==> src/rtl/vend_pkg.sv <==
package vend_pkg;

   // address field positions below the coin-count field
   localparam int ADR_VLD = 0;
   localparam int ADR_COIN = 1;
   localparam int ADR_REFUND = 2;
   localparam int ADR_LOW_W = 3;

   typedef struct packed {
      logic [7:0] nxt;
      logic       ret;
      logic       rel;
   } vend_act_t;

   // rule for one table word; full is the price in coins
   function automatic vend_act_t vend_rule(input int held, input int refund,
                                           input int coin, input int vld,
                                           input int full);
      vend_act_t act;
      act.nxt = (held > full) ? 8'd0 : 8'(held);
      act.ret = 1'b0;
      act.rel = 1'b0;
      if (refund != 0) begin
         act.nxt = 8'd0;
         act.ret = (held != 0) || (coin != 0);
      end else if (held == full) begin
         if (vld != 0) begin
            act.rel = 1'b1;
            act.nxt = 8'd0;
         end
         if (coin != 0) act.ret = 1'b1;
      end else if (held < full && coin != 0) begin
         act.nxt = 8'(held + 1);
      end
      return act;
   endfunction

endpackage

==> src/rtl/vend_pick.sv <==
module vend_pick #(
   parameter int N = 10,
   parameter int STYLE = 0   // 0: carry isolate, 1: ripple chain
) (
   input  logic [N-1:0] req_i,
   input  logic [N-1:0] empty_i,
   output logic [N-1:0] grant_o,
   output logic         vld_o
);
   logic [N-1:0] elig;
   assign elig = req_i & ~empty_i;
   assign vld_o = |elig;

   generate
      if (STYLE == 0) begin : g_isolate
         assign grant_o = elig & (~elig + N'(1));
      end else begin : g_chain
         logic [N:0] blocked;
         assign blocked[0] = 1'b0;
         for (genvar k = 0; k < N; k++) begin : g_bit
            assign grant_o[k] = elig[k] & ~blocked[k];
            assign blocked[k+1] = blocked[k] | elig[k];
         end
      end
   endgenerate

   always_comb begin
      AST_GRANT_ONEHOT: assert ($onehot0(grant_o));
      AST_GRANT_STOCKED: assert ((grant_o & empty_i) == '0);
   end

   if (STYLE != 0 && STYLE != 1) begin : g_bad_style
      $error("vend_pick: STYLE must be 0 or 1");
   end
endmodule

==> src/rtl/vend_rule_rom.sv <==
module vend_rule_rom #(
   parameter int STATE_W = 2,
   parameter int FULL = 3
) (
   input  logic [STATE_W+vend_pkg::ADR_LOW_W-1:0] addr_i,
   output logic [STATE_W-1:0]                     nxt_o,
   output logic                                   ret_o,
   output logic                                   rel_o
);
   import vend_pkg::*;

   localparam int ADDR_W = STATE_W + ADR_LOW_W;
   localparam int DEPTH = 1 << ADDR_W;
   localparam int WORD_W = STATE_W + 2;

   logic [WORD_W-1:0] tbl [DEPTH];

   generate
      for (genvar a = 0; a < DEPTH; a++) begin : g_word
         localparam vend_act_t ACT = vend_rule(a >> ADR_LOW_W,
                                               (a >> ADR_REFUND) & 1,
                                               (a >> ADR_COIN) & 1,
                                               (a >> ADR_VLD) & 1, FULL);
         assign tbl[a] = {ACT.nxt[STATE_W-1:0], ACT.ret, ACT.rel};
      end
   endgenerate

   logic [WORD_W-1:0] word;
   assign word = tbl[addr_i];
   assign {nxt_o, ret_o, rel_o} = word;

   if (FULL >= (1 << STATE_W)) begin : g_bad_w
      $error("vend_rule_rom: STATE_W too narrow for FULL");
   end
endmodule

==> src/rtl/drink_vend_ctrl.sv <==
module drink_vend_ctrl #(
   parameter int NUM_SEL = 10,
   parameter int PRICE_COINS = 3,
   parameter int PICK_STYLE = 0
) (
   input  logic               clk_i,
   input  logic               rst_i,
   input  logic               coin_i,
   input  logic               refund_i,
   input  logic [NUM_SEL-1:0] sel_i,
   input  logic [NUM_SEL-1:0] soldout_i,
   output logic [NUM_SEL-1:0] release_o,
   output logic               refund_o
);
   import vend_pkg::*;

   localparam int STATE_W = (PRICE_COINS < 2) ? 1 : $clog2(PRICE_COINS + 1);
   localparam logic [STATE_W-1:0] FULL_ST = STATE_W'(PRICE_COINS);

   if (NUM_SEL < 1) begin : g_bad_sel
      $error("drink_vend_ctrl: NUM_SEL must be at least 1");
   end
   if (PRICE_COINS < 1 || PRICE_COINS > 255) begin : g_bad_price
      $error("drink_vend_ctrl: PRICE_COINS out of range");
   end

   logic [NUM_SEL-1:0] grant;
   logic               sel_vld;

   vend_pick #(.N(NUM_SEL), .STYLE(PICK_STYLE)) u_pick (
      .req_i  (sel_i),
      .empty_i(soldout_i),
      .grant_o(grant),
      .vld_o  (sel_vld)
   );

   logic [STATE_W-1:0] coins_q;
   logic [STATE_W-1:0] coins_d;
   logic               ret_en;
   logic               rel_en;

   vend_rule_rom #(.STATE_W(STATE_W), .FULL(PRICE_COINS)) u_rom (
      .addr_i({coins_q, refund_i, coin_i, sel_vld}),
      .nxt_o (coins_d),
      .ret_o (ret_en),
      .rel_o (rel_en)
   );

   always_ff @(posedge clk_i) begin
      if (rst_i) begin
         coins_q   <= '0;
         release_o <= '0;
         refund_o  <= 1'b0;
      end else begin
         coins_q   <= coins_d;
         release_o <= rel_en ? grant : '0;
         refund_o  <= ret_en;
      end
   end

   AST_REL_ONEHOT: assert property (@(posedge clk_i) disable iff (rst_i)
      $onehot0(release_o));
   AST_NO_REL_UNPAID: assert property (@(posedge clk_i) disable iff (rst_i)
      (coins_q != FULL_ST) |=> (release_o == '0));
   AST_REFUND_CLEARS: assert property (@(posedge clk_i) disable iff (rst_i)
      refund_i |=> (coins_q == '0 && release_o == '0));
   AST_COIN_COUNT: assert property (@(posedge clk_i) disable iff (rst_i)
      (coin_i && !refund_i && coins_q < FULL_ST) |=>
         (coins_q == $past(coins_q) + STATE_W'(1)));
   AST_OVERPAY_RET: assert property (@(posedge clk_i) disable iff (rst_i)
      (coin_i && !refund_i && coins_q == FULL_ST) |=> refund_o);
   AST_REFUND_ONE_CLK: assert property (@(posedge clk_i) disable iff (rst_i)
      (refund_o && !$past(refund_i) && !$past(coin_i)) |-> 1'b0);

   for (genvar k = 0; k < NUM_SEL; k++) begin : g_line_chk
      AST_SOLDOUT_LOCK: assert property (@(posedge clk_i) disable iff (rst_i)
         (soldout_i[k] || !sel_i[k]) |=> !release_o[k]);
   end
endmodule

==> config.mk <==
export PLATFORM = sky130hd
export DESIGN_NAME = drink_vend_ctrl
export DESIGN_NICKNAME = d
export VERILOG_FILES = /design/src/rtl/vend_pkg.sv /design/src/rtl/vend_pick.sv /design/src/rtl/vend_rule_rom.sv /design/src/rtl/drink_vend_ctrl.sv
export SDC_FILE = /design/constraint.sdc
export NUM_CORES = 1
export LEC_CHECK = 0
export ABC_CLOCK_PERIOD_IN_PS = 1400
export BUFFER_PORTS_ARGS = -buffer_cell sky130_fd_sc_hd__buf_2
export CAP_MARGIN = 25
export CORE_MARGIN = 3
export CORE_UTILIZATION = 40
export CTS_CLUSTER_SIZE = 30
export DETAILED_ROUTE_END_ITERATION = 6
export GPL_TIMING_DRIVEN = 1
export HOLD_SLACK_MARGIN = 0.15
export PLACE_DENSITY = 0.72
export SYNTH_ARGS = -nofsm -noshare
export SYNTH_HDL_FRONTEND = slang
export SYNTH_SLANG_ARGS = --single-unit
==> constraint.sdc <==
create_clock -name clk_i -period 1.4 [get_ports clk_i]
set_clock_uncertainty 0.1 [all_clocks]
set_input_delay 0.14 -clock clk_i [delete_from_list [all_inputs] [get_ports clk_i]]
set_output_delay 0.14 -clock clk_i [all_outputs]
set_load 0.01 [all_outputs]
======== After elaboration in Yosys (flattened, before gate mapping) ========
Memories as Yosys holds them, arrays and structs flattened.
Index checks and enable logic that the tools add are counted.
storage, ports and cells
  logic and storage cells ................. 16
  register bits ........................... 13
  bits in latches ......................... 0
  memory bits (writable) .................. 0
  input port bits ......................... 24
  memories kept ........................... 1
  bits in read-only memories .............. 128
  output and inout bits ................... 11
cells by class
  reduce and logical (&&, ||, !) cells .... 2
  equal/unequal tests ..................... 0
  $add $sub $neg .......................... 1
  div/mod/pow operators ................... 0
  shift-type cells ........................ 0
  multiplexer cells ....................... 2
  $lt $le $gt $ge ......................... 1
  $mul .................................... 0
  bitwise logic cells ..................... 6
memory list
  name              depth  width  rd ports  clocked after Yosys merged registers in  write ports  RTL line             source
  (name not given)  32     4      1         0                                        0            vend_rule_rom.sv:29  assign word = tbl[addr_i];
operators by type and width
  kind                     count
  $and A10 B10 Y10         2
  $not A10 Y10             2
  $add A10 B1 Y10 const B  1
  $reduce_or A10 Y1        1
  $mux W4                  2
  $ge A6 B6 Y1 const B     1
  $not A5 Y6               1
  $reduce_or A2 Y1         1
  $not A1 Y1               1

======== Logic depth before layout (Yosys ltp) ========
Gate-level depths: netlist (run 1).
  depth in word-level cells ............... 9
  mapped depth ............................ 4

======== Modules after synthesis ========
From an unflattened synthesis (run 1), not the netlist that was laid out.
second synthesis, totals
  cells, all modules ...................... 65
  area total of the unflattened synthesis .. 663.1 µm²
by module, submodules not included
  module           cells an instance  sequential area each (µm²)  times used  area each (µm²)
  drink_vend_ctrl  27                 260.2                       1           379.1
  vend_pick        27                 0.0                         1           201.4
  vend_rule_rom    11                 0.0                         1           82.6

======== Worst setup path before layout (run 1) ========
Ideal clock, no wire load.
  path type ............................... flip-flop to flip-flop
  from .................................... register coins_q[0]
  to ...................................... register release_o[8]
  path buffers ............................ 0
  setup slack ............................. 216 ps
  stages on the path, launching flop included .. 5
  setup time .............................. 87 ps
  data arrival time ....................... 997 ps
  clock period less this slack ............ 1184 ps
  cell sequence ........................... dfxtp_1 nand4bb_4 nor3_4 nand2_2 nor4b_2
between the ends
  longest elaborated chain between the ends .. 6
ends and longest elaborated chain
  element                                      RTL line               source
  from (decl)                                  drink_vend_ctrl.sv:37  logic [STATE_W-1:0] coins_q;
  from (signal assigned)                       drink_vend_ctrl.sv:55  coins_q <= coins_d;
  $not A5 Y6 (implied by the code)             vend_rule_rom.sv:29
  $mem_v2 Z32 W4                               --
  $mux W4 (implied by the code) (2 in series)  vend_rule_rom.sv:29
  $not A1 Y1 (no source line)                  --
  $reduce_or A2 Y1 (no source line)            --
  to (signal assigned)                         drink_vend_ctrl.sv:56  release_o <= rel_en ? grant : '0;
  to (decl)                                    drink_vend_ctrl.sv:12  output logic [NUM_SEL-1:0] release_o,
No other way between the ends. The select of a mux whose other input is x is not followed.
A chain may end at the register's enable or synchronous reset.

======== Worst setup path in the final report (run 1) ========
  from .................................... input port soldout_i[7]
  to ...................................... register coins_q[1]
between the ends
  longest elaborated chain between the ends .. 7
ends and longest elaborated chain
  element                                      RTL line               source
  from (decl)                                  drink_vend_ctrl.sv:11  input logic [NUM_SEL-1:0] soldout_i,
  $not A10 Y10                                 vend_pick.sv:11        assign elig = req_i & ~empty_i;
  $and A10 B10 Y10                             vend_pick.sv:11
  $reduce_or A10 Y1                            vend_pick.sv:12        assign vld_o = |elig;
  $not A5 Y6 (implied by the code)             vend_rule_rom.sv:29
  $mem_v2 Z32 W4                               --
  $mux W4 (implied by the code) (2 in series)  vend_rule_rom.sv:29
No other way between the ends. The select of a mux whose other input is x is not followed.

==> flow_metrics.env, run 1 <==
export IMPL_status="finished, final reports clean"
export IMPL_async_reset_ff_frac=0
export IMPL_grt_max_degree=8
export IMPL_min_path_type="input pin to flop"
export IMPL_die_x_um=44.2
export IMPL_worstSetupPathType="input pin to flop"
export IMPL_worstSetupStartpoint="soldout_i[7]"
export IMPL_period_minus_slack_ns=1.37
export IMPL_slew_viol_final=0
export IMPL_yosys_warnings=0
export IMPL_yosysUniqueCellTypes=23
export IMPL_cts_setup_buffers=0
export IMPL_fin_util=0.741
export IMPL_route_detailed_drc=0
export IMPL_powerDensity_nw_per_um2=740
export IMPL_vdd_drop_max_v=0.000591
export IMPL_root_buffer="clkbuf_4"
export IMPL_post_route_period_util=0.980
export IMPL_yosys_top_cells_count="13 x dfxtp_1, 10 x nand2b_1, 5 x nor3_1"
export IMPL_gp_routability_congestion=0.687
export IMPL_cp_max_fo=4
export IMPL_setup_slack_ns=0.0281
export IMPL_dp_hpwl_um=1130
export IMPL_postRouteAntennaNets=0
export IMPL_tightest_slew_ns=0.411
export IMPL_cts_max_level=1
export IMPL_wl_per_cell_um=12.0
export IMPL_synth_area_leader_cell="dfxtp_1"
export IMPL_io_pin_count=35
export IMPL_core_um2=1330
export IMPL_cap_violations=0
export IMPL_ys_ff_latch=13
export IMPL_grt_pass1_wl_um=2420
export IMPL_numCtsBuffers=3
export IMPL_synth_edf_count=0
export IMPL_path_clk_slew_ns=0.07
export IMPL_dieArea_um2=1950
export IMPL_antenna_found_initial=0
export IMPL_clock_latency_ns=0.27
export IMPL_synth_cells=60
export IMPL_crit_required_ns=1.47
export IMPL_grt_pass1_vias=613
export IMPL_p_leak_nw=0.442
export IMPL_r2r_start="coins_q[0]"
export IMPL_insertedDiodeCount=0
export IMPL_initialDrtViolationCount=10
export IMPL_grt_ovfl_total=0
export IMPL_drtPass1Iterations=4
export IMPL_yosysMostFrequentCell="dfxtp_1"
export IMPL_fmaxAchievable_mhz=729
export IMPL_avgSynthCellArea_um2=9.72
export IMPL_cts_sinks=13
export IMPL_slew_headroom=0.726
export IMPL_hold_path_startpoint="soldout_i[4]"
export IMPL_rows=13
export IMPL_drive_gt1_frac=0.460
export IMPL_seq_area_frac_synth=0.446
export IMPL_synth_ff_type="dfxtp_1"
export IMPL_die_h_um=44.2
export IMPL_wirelength_um=1540
export IMPL_crit_arrival_ns=1.44
export IMPL_port_buffers=34
export IMPL_finalSetupViolCount=0
export IMPL_start_kind="input pin"
export IMPL_end_kind="flop"
export IMPL_track_usage=0.171
export IMPL_total_power_w=0.000732
export IMPL_synth_area_leaders="dfxtp_1 45%, nand2b_1 11%, nand4bb_4 4.7%"
export IMPL_area_growth_pct=69.5
export IMPL_vias=632
export IMPL_place_ws_ns=0.106
export IMPL_postSynthNetCount=84
export IMPL_fin_nets=138
export IMPL_cts_tree="yes"
export IMPL_synth_top_area_frac=0.446
export IMPL_syn_area_um2=583
export IMPL_hold_viol=0
export IMPL_viasPerCell=4.94
export IMPL_clockBufferDepth=2
export IMPL_initial_core_util=0.437
[layout by cell type (no fill, tap or decap), types with 4 or more instances in the layout]
cell type | Yosys | final
buf_2 | 0 | 34
dfxtp_1 | 13 | 11
dlygate4sd3_1 | 0 | 15
nor3_1 | 5 | 4
nand2b_1 | 10 | 7
[where the power goes]
part	switching, W	leakage, nW	internal, W
registers	0.00000325	0.106	0.000373
clock network	0.000111	0.0150	0.000110
logic	0.0000508	0.321	0.0000836
[sequential cells by signal, indices dropped and copies added (netlist names)]
signal	count
coins_q	2
release_o	10
refund_o	1
[layout make-up]
cell class | instances | area, µm²
fill | 99 | 345
timing repair buffer | 49 | 320
clock buffer | 4 | 26.3
inverter | 2 | 7.51
sequential | 13 | 263
multi-input combinational | 45 | 353
tap | 15 | 18.8
[path summary, 6_finish.rpt]
path,end,slack (ns),depth (start not counted)
worst max-delay path,coins_q[1],0.03,6
worst min-delay path,release_o[4],0.05,3
worst max register to register,refund_o,0.08,3
worst min register to register,coins_q[1],0.46,2
[per-stage QoR]
stage               TNS (ns)  instance area [µm²]  hold WS [ns]  instances
floorplan                  0                  583         0.109         60
global placement           0                  772         0.253        109
detailed placement         0                  772         0.257        109
CTS                        0                  928       -0.0250        126
global route        -0.00328                  988        0.0518        128
finish                     0                  988        0.0513        128
[cell families after synthesis]
group | after synthesis | synth area share
AOI/OAI and AO/OA | 8 | 0.0772
buffers and inverters | 2 | 0.0129
and+or+nand+nor | 37 | 0.464
DFF | 13 | 0.446
[critical path, cell delays in order]
cell and delay, ns:
dlygate4sd3_1 0.53, buf_2 0.12, nand2b_4 0.14, and3_4 0.17
and3_4 0.17, o21a_1 0.17
[per-layer routing]
layer  global-route usage  vias to the layer above  wire, µm
li1                     -                      324         -
met1                0.164                      288       594
met2                0.331                       20       851
met3               0.0732                        0        94
met4               0.0361                        0         0
met5                    0                        -         0
[what timing repair did]
| action | in CTS | in global routing |
|---|---|---|
| gates resized for setup | 0 | 9 |
| endpoints found under the hold margin | 13 | 11 |
| setup endpoints to repair | 0 | 7 |
| hold buffers | 13 | 2 |
No activity file was read; power rests on OpenSTA's default activity.
==> inputs of run 2 (changes only) <==
--- a/config.mk
+++ b/config.mk
@@ -5,16 +5,16 @@
 export SDC_FILE = /design/constraint.sdc
 export NUM_CORES = 1
 export LEC_CHECK = 0
-export ABC_CLOCK_PERIOD_IN_PS = 1400
+export ABC_CLOCK_PERIOD_IN_PS = 1600
 export BUFFER_PORTS_ARGS = -buffer_cell sky130_fd_sc_hd__buf_2
 export CAP_MARGIN = 25
 export CORE_MARGIN = 3
-export CORE_UTILIZATION = 40
+export CORE_UTILIZATION = 43
 export CTS_CLUSTER_SIZE = 30
 export DETAILED_ROUTE_END_ITERATION = 6
 export GPL_TIMING_DRIVEN = 1
 export HOLD_SLACK_MARGIN = 0.15
-export PLACE_DENSITY = 0.72
+export PLACE_DENSITY = 0.77
 export SYNTH_ARGS = -nofsm -noshare
 export SYNTH_HDL_FRONTEND = slang
 export SYNTH_SLANG_ARGS = --single-unit
==> constraint.sdc (replaced) <==
create_clock -name clk_i -period 1.6 [get_ports clk_i]
set_clock_uncertainty 0.1 [all_clocks]
set_input_delay 0.16 -clock clk_i [delete_from_list [all_inputs] [get_ports clk_i]]
set_output_delay 0.16 -clock clk_i [all_outputs]
set_load 0.05 [all_outputs]
==> flow_metrics.env, run 2 (synthesized netlist as in run 1, its figures left out) <==
export IMPL_fin_util=0.892
export IMPL_powerDensity_nw_per_um2=631
export IMPL_vdd_drop_max_v=0.000644
export IMPL_drtPass1Iterations=4
export IMPL_cap_violations=0
export IMPL_cp_max_fo=5
export IMPL_cts_tree="yes"
export IMPL_grt_pass1_vias=691
export IMPL_path_clk_slew_ns=0.08
export IMPL_path_cells="dlygate4sd3_1, buf_2, o21ai_0, a21oi_1, dlygate4sd3_1"
export IMPL_start_kind="input pin"
export IMPL_reg2reg_depth=4
export IMPL_route_detailed_drc=0
export IMPL_end_kind="flop"
export IMPL_root_buffer="clkbuf_4"
export IMPL_port_buffers=34
export IMPL_total_power_w=0.000668
export IMPL_largest_reg_flops=10
export IMPL_p_leak_nw=0.479
export IMPL_layout_common_cells="34 x buf_2, 21 x dlygate4sd3_1, 11 x dfxtp_1"
export IMPL_die_h_um=42.8
export IMPL_crit_arrival_ns=1.64
export IMPL_clockBufferDepth=2
export IMPL_gp_routability_congestion=0.704
export IMPL_post_route_period_util=0.981
export IMPL_initial_core_util=0.492
export IMPL_period_minus_slack_ns=1.57
export IMPL_worstSetupPathType="input pin to flop"
export IMPL_viasPerCell=5.06
export IMPL_top_register="release_o"
export IMPL_clock_latency_ns=0.28
export IMPL_fin_nets=147
export IMPL_drive_gt1_frac=0.393
export IMPL_wl_per_cell_um=14.0
export IMPL_antenna_found_initial=0
export IMPL_slew_headroom=0.700
export IMPL_place_ws_ns=0.292
export IMPL_tightest_slew_ns=0.449
export IMPL_dp_hpwl_um=1060
export IMPL_grt_pass1_wl_um=3070
export IMPL_fill_cells=61
export IMPL_hold_viol=0
export IMPL_initialDrtViolationCount=11
export IMPL_cp_num_buf_inv=3
export IMPL_biggestRegsByFlops="release_o x10, coins_q x2, refund_o x1"
export IMPL_whs_path_depth=3
export IMPL_dieArea_um2=1830
export IMPL_die_x_um=42.8
export IMPL_grt_max_degree=8
export IMPL_slew_viol_final=0
export IMPL_finalSetupViolCount=0
export IMPL_wirelength_um=1900
export IMPL_finalSetupTns_ns=0
export IMPL_hold_path_startpoint="coin_i"
export IMPL_cp_slowest_cell="dlygate4sd3_1"
export IMPL_fmaxAchievable_mhz=637
export IMPL_hold_ws_ns=0.174
export IMPL_cpLargestDelayFamily="buffers and inverters"
export IMPL_setup_slack_ns=0.0302
export IMPL_postRouteAntennaNets=0
export IMPL_vias=688
export IMPL_r2r_start="coins_q[1]"
export IMPL_reg2reg_slack_ns=0.07
export IMPL_cts_sinks=13
export IMPL_insertedDiodeCount=0
export IMPL_min_path_type="input pin to flop"
export IMPL_slowest_delay_ns=0.56
export IMPL_min_to="coins_q[0]"
export IMPL_io_pin_count=35
export IMPL_cts_setup_buffers=0
export IMPL_cpMostUsedCell="dlygate4sd3_1"
export IMPL_grt_ovfl_total=0
export IMPL_final_common_cell="buf_2"
export IMPL_area_growth_pct=81.5
export IMPL_rows=12
export IMPL_cts_max_level=1
export IMPL_crit_required_ns=1.67
export IMPL_numCtsBuffers=3
export IMPL_status="finished, final reports clean"
export IMPL_track_usage=0.227
export IMPL_core_um2=1190
export IMPL_r2r_end="refund_o"
==> run 2: through the flow <==
| step | instance area [µm²] | instances |
|---|---|---|
| after floorplan | 583 | 60 |
| after global placement | 771 | 108 |
| after detailed placement | 771 | 108 |
| after CTS | 1040 | 136 |
| after global routing | 1060 | 136 |
| final | 1060 | 136 |
==> run 2: per-layer routing <==
metal / up-vias / wire length, µm / part of all wire / GRT usage
met1: 315 / 715 / 0.38 / 0.244
met4: 0 / 38 / 0.020 / 0.0559
met5: - / 0 / 0 / 0
li1: 338 / - / - / -
met3: 6 / 114 / 0.060 / 0.0678
met2: 29 / 1030 / 0.54 / 0.422
==> run 2: layout make-up <==
| class | instances | area (µm²) | share of cell area |
|---|---|---|---|
| timing repair buffer | 58 | 418 | 0.395 |
| multi-input combinational | 45 | 327 | 0.309 |
| clock buffer | 4 | 26.3 | 0.0248 |
| tap | 14 | 17.5 | 0.0165 |
| sequential | 13 | 263 | 0.248 |
| inverter | 2 | 7.51 | 0.00709 |
==> run 2: power breakdown <==
part           internal (W)  switching (W)  total [W]
sequential         0.000326     0.00000313   0.000329
combinational     0.0000823      0.0000530   0.000135
clock             0.0000967       0.000106   0.000203
==> run 2: worst max path at each step <==
stage,startpoint,end,slack (ns),depth (start not counted)
floorplan,coins_q[0],release_o[8],0.42,4
global placement,coins_q[1],release_o[8],0.27,4
detailed placement,coins_q[0],release_o[8],0.29,4
CTS,sel_i[8],release_o[8],0.03,5
global route,sel_i[7],release_o[7],-0.009,5
finish,refund_i,refund_o,0.03,5
==> run 2: timing repair <==
item	CTS	global route
hold endpoints to repair	13	0
resized for setup	0	7
hold buffers	24	0
setup endpoints to repair	0	5
==> run 2: worst register-to-register path, delay by kind of cell, from the launching register on <==
kind            cells  cell delay, ns
flops               1            0.36
simple gates        1            0.17
buf+inv             1            0.56
compound gates      2            0.22
==> inputs of run 3 (changes only) <==
--- a/config.mk
+++ b/config.mk
@@ -9,12 +9,12 @@
 export BUFFER_PORTS_ARGS = -buffer_cell sky130_fd_sc_hd__buf_2
 export CAP_MARGIN = 25
 export CORE_MARGIN = 3
-export CORE_UTILIZATION = 43
+export CORE_UTILIZATION = 30
 export CTS_CLUSTER_SIZE = 30
 export DETAILED_ROUTE_END_ITERATION = 6
 export GPL_TIMING_DRIVEN = 1
 export HOLD_SLACK_MARGIN = 0.15
-export PLACE_DENSITY = 0.77
+export PLACE_DENSITY = 0.56
 export SYNTH_ARGS = -nofsm -noshare
 export SYNTH_HDL_FRONTEND = slang
 export SYNTH_SLANG_ARGS = --single-unit
==> flow_metrics.env, run 3 (synthesized netlist as in run 1, its figures left out) <==
export IMPL_cts_max_level=1
export IMPL_insertedDiodeCount=0
export IMPL_whs_path_depth=3
export IMPL_setup_slack_ns=0.0549
export IMPL_hold_viol=0
export IMPL_numCtsBuffers=3
export IMPL_cap_violations=0
export IMPL_powerDensity_nw_per_um2=628
export IMPL_viasPerCell=4.50
export IMPL_vias=653
export IMPL_layout_common_cells="34 x buf_2, 21 x dlygate4sd3_1, 11 x dfxtp_1"
export IMPL_wl_per_cell_um=10.9
export IMPL_cp_num_buf_inv=3
export IMPL_drtPass1Iterations=4
export IMPL_slew_viol_final=0
export IMPL_cpLargestDelayFamily="buffers and inverters"
export IMPL_clockBufferDepth=2
export IMPL_rsz0062_at_grt="no"
export IMPL_finalSetupTns_ns=0
export IMPL_wirelength_um=1580
export IMPL_die_x_um=50.1
export IMPL_min_to="release_o[8]"
export IMPL_vdd_drop_max_v=0.000317
export IMPL_min_path_type="input pin to flop"
export IMPL_initialDrtViolationCount=6
export IMPL_antenna_found_initial=0
export IMPL_largest_reg_flops=10
export IMPL_wl_met2_um=831
export IMPL_postRouteAntennaNets=0
export IMPL_fin_nets=145
export IMPL_root_buffer="clkbuf_4"
export IMPL_crit_arrival_ns=1.61
export IMPL_r2r_start="coins_q[1]"
export IMPL_rows=15
export IMPL_route_detailed_drc=0
export IMPL_core_um2=1780
export IMPL_cp_max_fo=5
export IMPL_worstSetupPathType="input pin to flop"
export IMPL_clock_latency_ns=0.27
export IMPL_hold_path_startpoint="soldout_i[8]"
export IMPL_status="finished, final reports clean"
export IMPL_cts_setup_buffers=0
export IMPL_period_minus_slack_ns=1.55
export IMPL_io_pin_count=35
export IMPL_dr_max_layer_used="met4"
export IMPL_final_common_cell="buf_2"
export IMPL_area_growth_pct=77.7
export IMPL_fmaxAchievable_mhz=647
export IMPL_initial_core_util=0.327
export IMPL_path_clk_slew_ns=0.08
export IMPL_grt_max_degree=8
export IMPL_track_usage=0.139
export IMPL_top_register="release_o"
export IMPL_finalSetupViolCount=0
export IMPL_reg2reg_depth=4
export IMPL_die_h_um=50.1
export IMPL_dp_hpwl_um=1040
export IMPL_path_cells="dlygate4sd3_1, buf_2, o21ai_1, a21oi_1, dlygate4sd3_1"
export IMPL_port_buffers=34
export IMPL_slew_headroom=0.755
export IMPL_slowest_delay_ns=0.55
export IMPL_post_route_period_util=0.966
export IMPL_grt_pass1_wl_um=2600
export IMPL_r2r_end="refund_o"
export IMPL_start_kind="input pin"
export IMPL_crit_required_ns=1.66
export IMPL_tightest_slew_ns=0.367
export IMPL_biggestRegsByFlops="release_o x10, coins_q x2, refund_o x1"
export IMPL_end_kind="flop"
export IMPL_gp_routability_congestion=0.754
export IMPL_cts_tree="yes"
export IMPL_wl_met3_um=117
export IMPL_dieArea_um2=2510
export IMPL_m1WireLength_um=616
export IMPL_grt_pass1_vias=640
export IMPL_cp_slowest_cell="dlygate4sd3_1"
export IMPL_p_leak_nw=0.456
export IMPL_finish_instance_area_um2=1040
export IMPL_fill_cells=157
export IMPL_place_ws_ns=0.268
export IMPL_worstSetupStartpoint="refund_i"
export IMPL_grt_ovfl_total=0
export IMPL_cts_sinks=13
export IMPL_placed_area_um2=785
export IMPL_reg2reg_slack_ns=0.12
export IMPL_cpMostUsedCell="dlygate4sd3_1"
export IMPL_drive_gt1_frac=0.383
[run 3: cell count changes in the layout (fill, tap and decap cells not counted), sizes merged]
| cell | delta |
|---|---|
| dlymetal6s4s | -2 |
[run 3: metal layers]
metal,up-vias,track usage
li1,333,-
met1,295,0.151
met2,23,0.237
met3,2,0.0393
met4,0,0.0829
met5,-,0
[run 3: what timing repair did]
action                     4_1_cts  5_1_grt
hold buffers                    23        0
hold endpoints to repair        13        0
setup endpoints to repair        0        3
gates resized for setup          0        4
[run 3: layout make-up]
type                    count  area [µm²]  share of cell area
clock buffers               4        26.3              0.0254
inverters                   2        7.51             0.00725
multi-input cells          45         315               0.304
repair buffers             56         393               0.379
well taps                  25        31.3              0.0302
flip-flops and latches     13         263               0.254
[run 3: worst max path at each step]
stage	end	slack (ns)	depth (start not counted)
after floorplan	release_o[8]	0.42	4
after global placement	release_o[8]	0.29	4
after detailed placement	release_o[8]	0.27	4
after CTS	release_o[8]	0.04	5
after global routing	release_o[8]	0.006	6
final	refund_o	0.05	5
[run 3: metrics by stage]
stage / hold slack, ns / std cells / utilization / power (W)
6_report: 0.106 / 145 / 0.581 / 0.000651
5_1_grt: 0.157 / 145 / 0.581 / 0.000690
4_1_cts: 0.160 / 146 / 0.584 / 0.000659
3_5_place_dp: 0.266 / 119 / 0.440 / 0.000418
3_3_place_gp: 0.268 / 119 / 0.440 / 0.000417
2_1_floorplan: 0.129 / 60 / - / 0.000381
[run 3: where the power goes]
group / leakage, nW / internal [W] / switching (W)
clock network: 0.0150 / 0.0000964 / 0.000101
logic: 0.335 / 0.0000780 / 0.0000460
registers: 0.106 / 0.000326 / 0.00000295
[run 3: worst register-to-register path, cell delays in order, from the launching register on]
cell	delay (ns)
dfxtp_2	0.36
and2_1	0.18
o21ai_1	0.12
a21oi_1	0.07
dlygate4sd3_1	0.54
